$ cat config.mk
export PLATFORM = sky130hd
export DESIGN_NAME = pin_irq_frontend
export DESIGN_NICKNAME = d
export VERILOG_FILES = /design/src/rtl/pinfe_pkg.sv /design/src/rtl/pinfe_datapath.sv /design/src/rtl/pinfe_control.sv /design/src/rtl/pin_irq_frontend.sv
export SDC_FILE = /design/constraint.sdc
export NUM_CORES = 1
export LEC_CHECK = 0
export BUFFER_PORTS_ARGS = -buffer_cell sky130_fd_sc_hd__clkbuf_2
export CAP_MARGIN = 25
export CORE_MARGIN = 3
export CORE_UTILIZATION = 30
export DETAILED_ROUTE_END_ITERATION = 16
export GPL_ROUTABILITY_DRIVEN = 0
export PLACE_DENSITY = 0.48
export SLEW_MARGIN = 20
export SYNTH_ARGS = -nofsm -noshare
export SYNTH_HDL_FRONTEND = slang
export SYNTH_SLANG_ARGS = --single-unit
$ cat constraint.sdc
create_clock -name clk -period 4.5 [get_ports clk]
set_clock_uncertainty 0.15 [all_clocks]
set_input_delay 0.675 -clock clk [delete_from_list [all_inputs] [get_ports clk]]
set_output_delay 0.675 -clock clk [all_outputs]
set_load 0.05 [all_outputs]
$ cat src/rtl/pinfe_pkg.sv
package pinfe_pkg;
  localparam int NUM_PINS  = 6;
  localparam int NUM_SRC   = 4;
  localparam int SRC_IDX_W = $clog2(NUM_SRC);

  // pin positions in the packed raw-pin vector
  localparam int PIN_EXT    = 0;
  localparam int PIN_SMI    = 1;
  localparam int PIN_MCHK   = 2;
  localparam int PIN_CKSTOP = 3;
  localparam int PIN_HRESET = 4;
  localparam int PIN_SRESET = 5;

  // inactive level of each pin, used as reset value of all pin state
  localparam logic [NUM_PINS-1:0] PIN_IDLE = 6'b011100;

  typedef enum logic [1:0] {SENS_HIGH, SENS_LOW, SENS_FALL} sens_e;

  // pending source -> pin and sensitivity
  localparam int    SRC_PIN  [NUM_SRC] = '{PIN_EXT, PIN_SMI, PIN_MCHK, PIN_SRESET};
  localparam sens_e SRC_SENS [NUM_SRC] = '{SENS_HIGH, SENS_HIGH, SENS_FALL, SENS_HIGH};

  typedef struct packed {
    logic [NUM_PINS-1:0] lastWe;
    logic [NUM_SRC-1:0]  pendSet;
    logic [NUM_SRC-1:0]  pendClr;
    logic                haltSet;
    logic                haltClr;
    logic                rstSet;
    logic                rstClr;
  } ctrl_strobe_t;
endpackage

$ cat src/rtl/pinfe_datapath.sv
module pinfe_datapath
  import pinfe_pkg::*;
#(
  parameter int SYNC_STAGES = 2
) (
  input  logic                clk,
  input  logic                rstN,
  input  logic [NUM_PINS-1:0] pinRaw,
  input  ctrl_strobe_t        strobe,
  output logic [NUM_PINS-1:0] syncPin,
  output logic [NUM_PINS-1:0] lastLvl,
  output logic [NUM_SRC-1:0]  pending,
  output logic                irqReq,
  output logic                halt,
  output logic                coreRst
);
  logic [NUM_SRC-1:0] pendNext;

  // per-pin synchronizer chain, reset to the pin's idle level
  for (genvar i = 0; i < NUM_PINS; i++) begin : g_sync
    logic [SYNC_STAGES-1:0] chain;
    always_ff @(posedge clk or negedge rstN) begin
      if (!rstN) chain <= {SYNC_STAGES{PIN_IDLE[i]}};
      else       chain <= {chain[SYNC_STAGES-2:0], pinRaw[i]};
    end
    assign syncPin[i] = chain[SYNC_STAGES-1];

    // last accepted level, written only on a real change
    always_ff @(posedge clk or negedge rstN) begin
      if (!rstN)                 lastLvl[i] <= PIN_IDLE[i];
      else if (strobe.lastWe[i]) lastLvl[i] <= syncPin[i];
    end
  end

  // set wins over clear
  assign pendNext = (pending & ~strobe.pendClr) | strobe.pendSet;

  always_ff @(posedge clk or negedge rstN) begin
    if (!rstN) begin
      pending <= '0;
      irqReq  <= 1'b0;
    end else begin
      pending <= pendNext;
      irqReq  <= |pendNext;
    end
  end

  always_ff @(posedge clk or negedge rstN) begin
    if (!rstN) begin
      halt    <= 1'b0;
      coreRst <= 1'b0;
    end else begin
      if (strobe.haltSet)      halt <= 1'b1;
      else if (strobe.haltClr) halt <= 1'b0;
      if (strobe.rstSet)       coreRst <= 1'b1;
      else if (strobe.rstClr)  coreRst <= 1'b0;
    end
  end
endmodule

$ cat src/rtl/pinfe_control.sv
module pinfe_control
  import pinfe_pkg::*;
(
  input  logic [NUM_PINS-1:0]  syncPin,
  input  logic [NUM_PINS-1:0]  lastLvl,
  input  logic                 ackValid,
  input  logic [SRC_IDX_W-1:0] ackIdx,
  output ctrl_strobe_t         strobe
);
  logic [NUM_PINS-1:0] pinChg;
  logic [NUM_SRC-1:0]  ackHit;
  logic [NUM_SRC-1:0]  setVec;
  logic [NUM_SRC-1:0]  clrVec;

  assign pinChg = syncPin ^ lastLvl;

  for (genvar s = 0; s < NUM_SRC; s++) begin : g_src
    localparam int P = SRC_PIN[s];
    assign ackHit[s] = ackValid && (ackIdx == SRC_IDX_W'(s));
    if (SRC_SENS[s] == SENS_FALL) begin : g_fall
      // sticky: set on high-to-low change, cleared only by acknowledge
      assign setVec[s] = pinChg[P] & ~syncPin[P];
      assign clrVec[s] = ackHit[s];
    end else begin : g_level
      // follows the pin; acknowledge is honoured only with the pin inactive
      assign setVec[s] = pinChg[P] & syncPin[P];
      assign clrVec[s] = (pinChg[P] & ~syncPin[P]) | (ackHit[s] & ~syncPin[P]);
    end
  end

  always_comb begin
    strobe         = '0;
    strobe.lastWe  = pinChg;
    strobe.pendSet = setVec;
    strobe.pendClr = clrVec;
    strobe.haltSet = pinChg[PIN_CKSTOP] & ~syncPin[PIN_CKSTOP];
    strobe.haltClr = pinChg[PIN_CKSTOP] &  syncPin[PIN_CKSTOP];
    strobe.rstSet  = pinChg[PIN_HRESET] & ~syncPin[PIN_HRESET];
    strobe.rstClr  = pinChg[PIN_HRESET] &  syncPin[PIN_HRESET];
  end
endmodule

$ cat src/rtl/pin_irq_frontend.sv
module pin_irq_frontend
  import pinfe_pkg::*;
#(
  parameter int SYNC_STAGES = 2
) (
  input  logic                 clk,
  input  logic                 rstN,
  input  logic                 extIrqPin,
  input  logic                 smiPin,
  input  logic                 mcheckPinN,
  input  logic                 ckstopPinN,
  input  logic                 hresetPinN,
  input  logic                 sresetPin,
  input  logic                 ackValid,
  input  logic [1:0]           ackIdx,
  output logic [3:0]           pendingVec,
  output logic                 hardIrqReq,
  output logic                 haltCore,
  output logic                 coreResetReq
);
  logic [NUM_PINS-1:0] pinRaw;
  logic [NUM_PINS-1:0] syncPin;
  logic [NUM_PINS-1:0] lastLvl;
  ctrl_strobe_t        strobe;

  assign pinRaw = {sresetPin, hresetPinN, ckstopPinN, mcheckPinN, smiPin, extIrqPin};

  pinfe_control ctrl_i (
    .syncPin  (syncPin),
    .lastLvl  (lastLvl),
    .ackValid (ackValid),
    .ackIdx   (ackIdx),
    .strobe   (strobe)
  );

  pinfe_datapath #(.SYNC_STAGES(SYNC_STAGES)) dp_i (
    .clk     (clk),
    .rstN    (rstN),
    .pinRaw  (pinRaw),
    .strobe  (strobe),
    .syncPin (syncPin),
    .lastLvl (lastLvl),
    .pending (pendingVec),
    .irqReq  (hardIrqReq),
    .halt    (haltCore),
    .coreRst (coreResetReq)
  );
endmodule

; ---- Yosys cells after proc, flatten, opt, wreduce, memory -nomap -nowiden
; Cells that the tools add are included.
[word_totals]
register_bits = 25
wordCells = 58
output_inout_bits = 7
input_bits = 11
[classes]
bitwise_logic = 27
mux = 4
n_reduce_logical = 8
n_eq_ne = 3
[op_table]
columns = cell, count
row1 = $and A1 B1 Y1, 14
row2 = $not A1 Y1, 6
row3 = $xor A6 B6 Y6, 1
row4 = $and A4 B4 Y4, 1
row5 = $eq A2 B2 Y1 const B, 2
row6 = $logic_and A1 B1 Y1, 4
row7 = $mux W1, 4
row8 = $not A4 Y4, 1
row9 = $or A4 B4 Y4, 1
row10 = $reduce_bool A2 Y1, 2
row11 = $reduce_or A4 Y1, 1
row12 = $or A1 B1 Y1, 3
row13 = $eq A2 B1 Y1 const B, 1
row14 = $logic_not A2 Y1, 1

; ---- Longest topological paths before layout
; Gate-level depths: netlist (run 1).
[logic_depth]
ltp_word = 8
mapped_depth = 5
depth_no_buf = 5

; ---- Hierarchy
; A second synthesis (run 1) with hierarchy kept.
[hier_totals]
hier_cells = 85
hier_area_um2 = 1083.5
[modules_own_cells]
columns = mod, area_per_inst_um2, seq_area_each_um2, cells_per_inst, instances
row1 = pinfe_datapath, 828.3, 636.9, 50, 1
row2 = pinfe_control, 255.2, 0.0, 35, 1

; ---- Least setup slack after synthesis (run 1)
; No wires, ideal clock.
[synth_path]
path_type = in2reg
start = input ackIdx[1]
end = register dp_i.irqReq
path_slack_ns = 2.315
arrival_time_ns = 1.897
path_stages = 3
path_buffers = 0
setup_ns = 0.139
required_ns = 4.211
path_cell_list = or4b_1 > a31o_1 > or4_4
[synth_via]
elab_chain_len = 8
elab_cells_between_ends = 18
classes_between = 3 x eq/ne / 9 x bitwise / 6 x reduce/logical
[synth_rtl]
columns = element, line
row1 = "start, declared", pin_irq_frontend.sv:15  ; input logic [1:0] ackIdx,
row2 = $logic_not A2 Y1, pinfe_control.sv:19  ; assign ackHit[s] = ackValid && (ackIdx == SRC_IDX_W'(s));
row3 = $logic_and A1 B1 Y1, pinfe_control.sv:19
row4 = $and A1 B1 Y1, pinfe_control.sv:27  ; assign clrVec[s] = (pinChg[P] & ~syncPin[P]) | (ackHit[s] & ~syncPin[P]);
row5 = $or A1 B1 Y1, pinfe_control.sv:27
row6 = $not A4 Y4, pinfe_datapath.sv:36  ; assign pendNext = (pending & ~strobe.pendClr) | strobe.pendSet;
row7 = $and A4 B4 Y4, pinfe_datapath.sv:36
row8 = $or A4 B4 Y4, pinfe_datapath.sv:36
row9 = net dp_i.pendNext[0], pinfe_datapath.sv:17  ; logic [NUM_SRC-1:0] pendNext;
row10 = $reduce_or A4 Y1, pinfe_datapath.sv:44  ; irqReq <= |pendNext;
row11 = "end signal, assigned", pinfe_datapath.sv:44
row12 = "end, declared", pinfe_datapath.sv:13  ; output logic irqReq,
; The timed path passes the listed nets, and every way through them passes these cells.
; A chain may end at the register's enable or synchronous reset.

; ---- Worst setup path in the final report (run 1)
; Same ends and word-level chain as after synthesis.

==> flow_summary.toml, run 1 <==
[run_status]
status = "completed"

[floorplan]
dieArea_um2 = 3890
boundaryPins = 18
dieWidth_um = 62.3
rows = 19
core-area_um2 = 2880
chipHeight_um = 62.3
initial_core_util = 0.331

[global_routing]
antenna_found_initial = 0
grt_max_degree = 26
grt_use_total = 0.0817
grt_pass1_vias = 594
grt_pass1_wl_um = 2500
overflow = 0

[sta]
rsz0062_at_grt = "false"
hold_slack_ns = 0.200
fmax_ghz = 0.507
min_period_ns = 1.97
totalNegativeSetupSlack_ns = 0
slew_headroom = 0.597
report.final.setup_viol = 0
fin_crit_sh = 0.438
hold_violations = 0
slew_violations = 0
worst_slew_pin_slew_ns = 0.605

[critical_path]
cpMaxStageDelayCell = "or4b_1"
crit_type = "input port to flip-flop"
critPathLaunchType = "input port"
arrival_ns = 2.02
r2r-start = "dp_i.g_sync[0].chain[1]"
end_kind = "flip-flop"
critical_path.top_delay_family = "simple AND/OR/NAND/NOR gates"
cp_max_fo = 4
crit_chain = "clkbuf_2, or4b_1, a31o_1, or4_4"
required_ns = 4.55
critPathBufInv = 1
rr_worst_depth = 3
slowest_delay_ns = 0.51
regToRegEndpoint = "dp_i.irqReq"
timing.reg2reg.setup_slack_ns = 2.62

[synth]
syn_inst = 69
syn_nets = 89
synth_area_um2 = 952
ys_seq_elements = 25
avgSynthCellArea_um2 = 13.8
yosys.cell_types.count = 15
synth_seq_area_share = 0.669
ys_warn_count = 0

[clocking]
path_clk_slew_ns = 0.12
htreeDepth = 1
insertion_delay_ns = 0.30
clock-sinks = 25
post_cts_resized = 0
cts-buffers-inserted = 3
hold_buffers = 0
clockRootBuffer = "clkbuf_4"
tritoncts = "yes"
post_cts_buffers = 0
cts_buffer_depth = 2

[placed_design]
dp_hpwl_um = 1040
numPortBuffers = 17
dp_cells = 128

[layout]
stdcell_count = 132
n_antenna_cell = 0
drive_gt1_frac = 0.378
syn_to_final_growth_pct = 17.2
fin_util = 0.388
fin_nets = 111

[pwr]
power_density_nw_per_um2 = 594
total_power_uw = 663
leakage_uw = 0.000539
vdd_drop_max_mv = 0.248

[flow_run]
cap_violations = 0

[routing]
drt-total-wl_um = 1370
via_count = 547
first_iter_violations = 0
antenna_left = 0
viasPerCell = 4.14
drc = 0
first_pass_iters = 1
wl_per_cell_um = 10.3

[worst_hold_path]
hold_class = "input port to asynchronous set/reset pin"
==> kinds of logic after synthesis <==
logic type                 synth area share
DFF                                   0.669
buffers and inverters                0.0473
and+or+nand+nor                      0.0749
AOI/OAI and AO/OA                    0.0670
adders and majority gates             0.118
muxes                                0.0237
==> metal layers <==
metal	up-vias	GRT usage	share of wire
met3	2	0.0360	0.064
met5	-	0	0
met1	262	0.0848	0.40
li1	271	-	-
met4	0	0.0331	0.012
met2	12	0.144	0.52
==> worst max path at each step <==
stage	startpoint	to	cells after the start
global placement	ackIdx[1]	dp_i.irqReq	4
floorplan	ackIdx[1]	dp_i.irqReq	3
detailed placement	ackIdx[1]	dp_i.irqReq	4
global route	ackIdx[1]	dp_i.irqReq	4
finish	ackIdx[1]	dp_i.irqReq	4
CTS	ackIdx[1]	dp_i.irqReq	4
==> synth_stat cells <==
| cell type | number | area (µm²) |
|---|---|---|
| a21o_1 | 1 | 7.51 |
| a31o_1 | 1 | 8.76 |
| a31o_2 | 2 | 17.5 |
| dfrtp_1 | 16 | 400 |
| dfstp_2 | 9 | 236 |
| ha_1 | 9 | 113 |
| inv_1 | 12 | 45.0 |
| mux2_2 | 2 | 22.5 |
| nand2_1 | 6 | 22.5 |
| nand3b_1 | 1 | 7.51 |
| nand4b_1 | 1 | 8.76 |
| nand4bb_1 | 1 | 11.3 |
| o21ai_0 | 6 | 30.0 |
| or4_4 | 1 | 11.3 |
| or4b_1 | 1 | 10.0 |
==> cell type report <==
type / instances / area [µm²]
Multi-Input combinational cell: 32 / 270
Tap cell: 42 / 52.6
Fill cell: 290 / 1760
Clock buffer: 4 / 26.3
Sequential cell: 25 / 637
Timing Repair Buffer: 17 / 85.1
Inverter: 12 / 45.0
==> cell usage in the layout (no fill, tap or decap) <==
cell type | synthesis | layout
clkbuf_1 | 0 | 1
mux2_2 | 2 | 2
o21ai_0 | 6 | 6
dfrtp_1 | 16 | 16
a31o_2 | 2 | 2
nand3b_1 | 1 | 1
or4_4 | 1 | 1
a31o_1 | 1 | 1
nand2_1 | 6 | 6
ha_1 | 9 | 9
clkbuf_2 | 0 | 17
nand4bb_1 | 1 | 1
inv_1 | 12 | 12
dfstp_2 | 9 | 9
or4b_1 | 1 | 1
a21o_1 | 1 | 1
clkbuf_4 | 0 | 3
nand4b_1 | 1 | 1
==> stage by stage <==
| stage | area (µm²) | worst slack [ns] |
|---|---|---|
| 2_1_floorplan | 952 | 2.31 |
| 3_3_place_gp | 1090 | 2.20 |
| 3_5_place_dp | 1090 | 2.18 |
| 4_1_cts | 1120 | 2.53 |
| 5_1_grt | 1120 | 2.49 |
| 6_report | 1120 | 2.53 |
==> flip-flops by register name, summed over array words and instances, names as in the netlist <==
register	flops
dp_i.lastLvl	6
dp_i.g_sync.chain	12
dp_i.pending	4
dp_i.coreRst	1
dp_i.halt	1
dp_i.irqReq	1
==> report_power, final <==
| group | total [µW] | internal, µW | switching, µW | leakage [µW] |
|---|---|---|---|---|
| clock | 95.3 | 34.6 | 60.7 | 0.0000150 |
| combinational | 240 | 77.6 | 162 | 0.000244 |
| sequential | 328 | 295 | 33.0 | 0.000280 |
| total | 663 | 407 | 256 | 0.000539 |
Note: power is estimated with default switching activity, not from simulation.
==> inputs of run 2 (changes only) <==
Settings changed: PLACE_DENSITY 0.48 to 0.5.
Clock period 4.5 ns to 1.7 ns, I/O delays scaled along.
==> run 2 against run 1 <==
The run now ends with negative setup slack left; global-route usage grew 0.30 points; sequential power grew to 2.7 times the previous value; largest cell class unchanged; register-to-register slack lost 2.7 ns; critical endpoint unchanged; clock power grew to 2.7 times the previous value; sequential share of layout area shrank 5.7 points; critical path depth shrank 1; setup slack lost 2.6 ns; combinational power grew to 2.8 times the previous value; hold slack lost 0.050 ns; die area is the same.
==> flow_summary.toml, run 2 (synthesis results as in run 1) <==
[worst_hold_path]
min-delay-start = "ackIdx[1]"
hold_class = "input port to flip-flop"

[routing]
first_iter_violations = 12
drt-total-wl_um = 1540
viasPerCell = 4.08
first_pass_iters = 2
drc = 0
wl_per_cell_um = 10.7
antenna_left = 0
via_count = 588

[clocking]
clockRootBuffer = "clkbuf_4"
path_clk_slew_ns = 0.13
cts-buffers-inserted = 3
htreeDepth = 1
tritoncts = "yes"
cts_buffer_depth = 2
clock-sinks = 25
insertion_delay_ns = 0.31

[sta]
rsz0062_at_grt = "true"
hold_violations = 0
fmax_ghz = 0.578
worst_slew_pin_slew_ns = 0.614
report.final.setup_viol = 1
min_period_ns = 1.73
hold_slack_ns = 0.150
slew_violations = 0
slew_headroom = 0.591
setup_ws_ns = -0.0313
fin_crit_sh = 1.02

[layout]
final_area_um2 = 1240
drive_gt1_frac = 0.412
largest_register_ffs = 12
fillers = 277
fin_nets = 123
layout_common_cells = "clkbuf_2 (17), dfrtp_1 (16), inv_1 (11)"
multiInputGateArea_um2 = 283
reg_top3 = "dp_i.g_sync.chain: 12 flops, dp_i.lastLvl: 6 flops, dp_i.pending: 4 flops"
n_antenna_cell = 0
regArea_um2 = 637
syn_to_final_growth_pct = 30.2
largest_register = "dp_i.g_sync.chain"
final_common_cell = "clkbuf_2"

[critical_path]
end_kind = "flip-flop"
crit_start = "dp_i.g_sync[0].chain[1]"
cpMaxStageDelayCell = "or4b_1"
r2r-start = "dp_i.g_sync[0].chain[1]"
required_ns = 1.76
cp_max_fo = 2
critPathBufInv = 0
slowest_delay_ns = 0.47
critPathLaunchType = "flip-flop"
arrival_ns = 1.79
crit_type = "flip-flop to flip-flop"
crit_chain = "or4b_1, a31o_1, or4_4"
critical_path.top_delay_family = "simple AND/OR/NAND/NOR gates"

[global_routing]
grt_pass1_vias = 622
grt_use_total = 0.0847
overflow = 0
grt_pass1_wl_um = 2560
antenna_found_initial = 0
grt_max_degree = 26

[floorplan]
core-area_um2 = 2880
dieWidth_um = 62.3
initial_core_util = 0.331
dieArea_um2 = 3890
boundaryPins = 18
rows = 19
chipHeight_um = 62.3

[pwr]
leakage_uw = 0.000594
vdd_drop_max_mv = 0.567
power_density_nw_per_um2 = 1450

[run_status]
violations = "negative setup slack"
status = "complete, but fails checks"

[flow_run]
cap_violations = 0

[placed_design]
dpl_cell_area_um2 = 1120
numPortBuffers = 17
dp_hpwl_um = 1080
## run 2: changes by cell type in the layout (fill, tap and decap cells not counted)
cell,delta
ha_1,-1
ha_4,+1
inv_4,+1
buf_4,+5
clkbuf_1,-1
clkinv_2,+1
dlygate4sd3_1,+7
inv_1,-1
## run 2: worst paths after layout
check,endpoint,slack (ns),depth (start not counted)
worst max-delay path,dp_i.irqReq,-0.03,3
worst min-delay path,dp_i.pending[0],0.15,3
worst max register to register,dp_i.irqReq,-0.03,3
worst min register to register,dp_i.g_sync[3].chain[1],0.21,0
max in group asynchronous,dp_i.lastLvl[5],0.69,2
min in group asynchronous,dp_i.g_sync[0].chain[0],0.31,2
## run 2: metrics by stage
stage	util	setup TNS [ns]	setup WS (ns)	total power, µW	std cells
2_1_floorplan	-	-0.0388	-0.0388	1360	69
3_3_place_gp	0.389	-0.0427	-0.0427	1510	132
3_5_place_dp	0.389	-0.0732	-0.0732	1540	132
4_1_cts	0.423	-0.0798	-0.0798	1820	143
5_1_grt	0.431	-0.0701	-0.0701	1950	144
6_report	0.431	-0.0313	-0.0313	1800	144
## run 2: what timing repair did
item	4_1_cts	5_1_grt
pin swaps	2	1
gates resized for setup	0	4
hold buffers	7	0
setup buffers	0	2
endpoints found under the setup margin	1	1
endpoints found under the hold margin	22	0
## run 2: layout make-up
cell class / instances / area share
clock buffers: 3 / 0.0182
flip-flops and latches: 25 / 0.514
repair buffers: 29 / 0.155
well taps: 42 / 0.0424
multi-input cells: 32 / 0.228
clock inverters: 1 / 0.00404
inverters: 12 / 0.0383
## run 2: tightest hold or removal path, stage by stage
cell and delay (ns):
clkbuf_2 0.09, or4b_1 0.10, a31o_1 0.15
## run 2: power breakdown
part	internal, µW	switching, µW	total (µW)	leakage [µW]
logic	227	440	667	0.000296
registers	780	91.9	871	0.000280
clock network	88.1	173	262	0.0000177
total	1090	705	1800	0.000594
## run 2: per-layer routing
layer | global-route usage | share of wire | up-vias
met2 | 0.151 | 0.53 | 9
met5 | 0 | 0 | -
li1 | - | - | 292
met4 | 0.0579 | 0.021 | 0
met3 | 0.0180 | 0.038 | 4
met1 | 0.0892 | 0.41 | 283
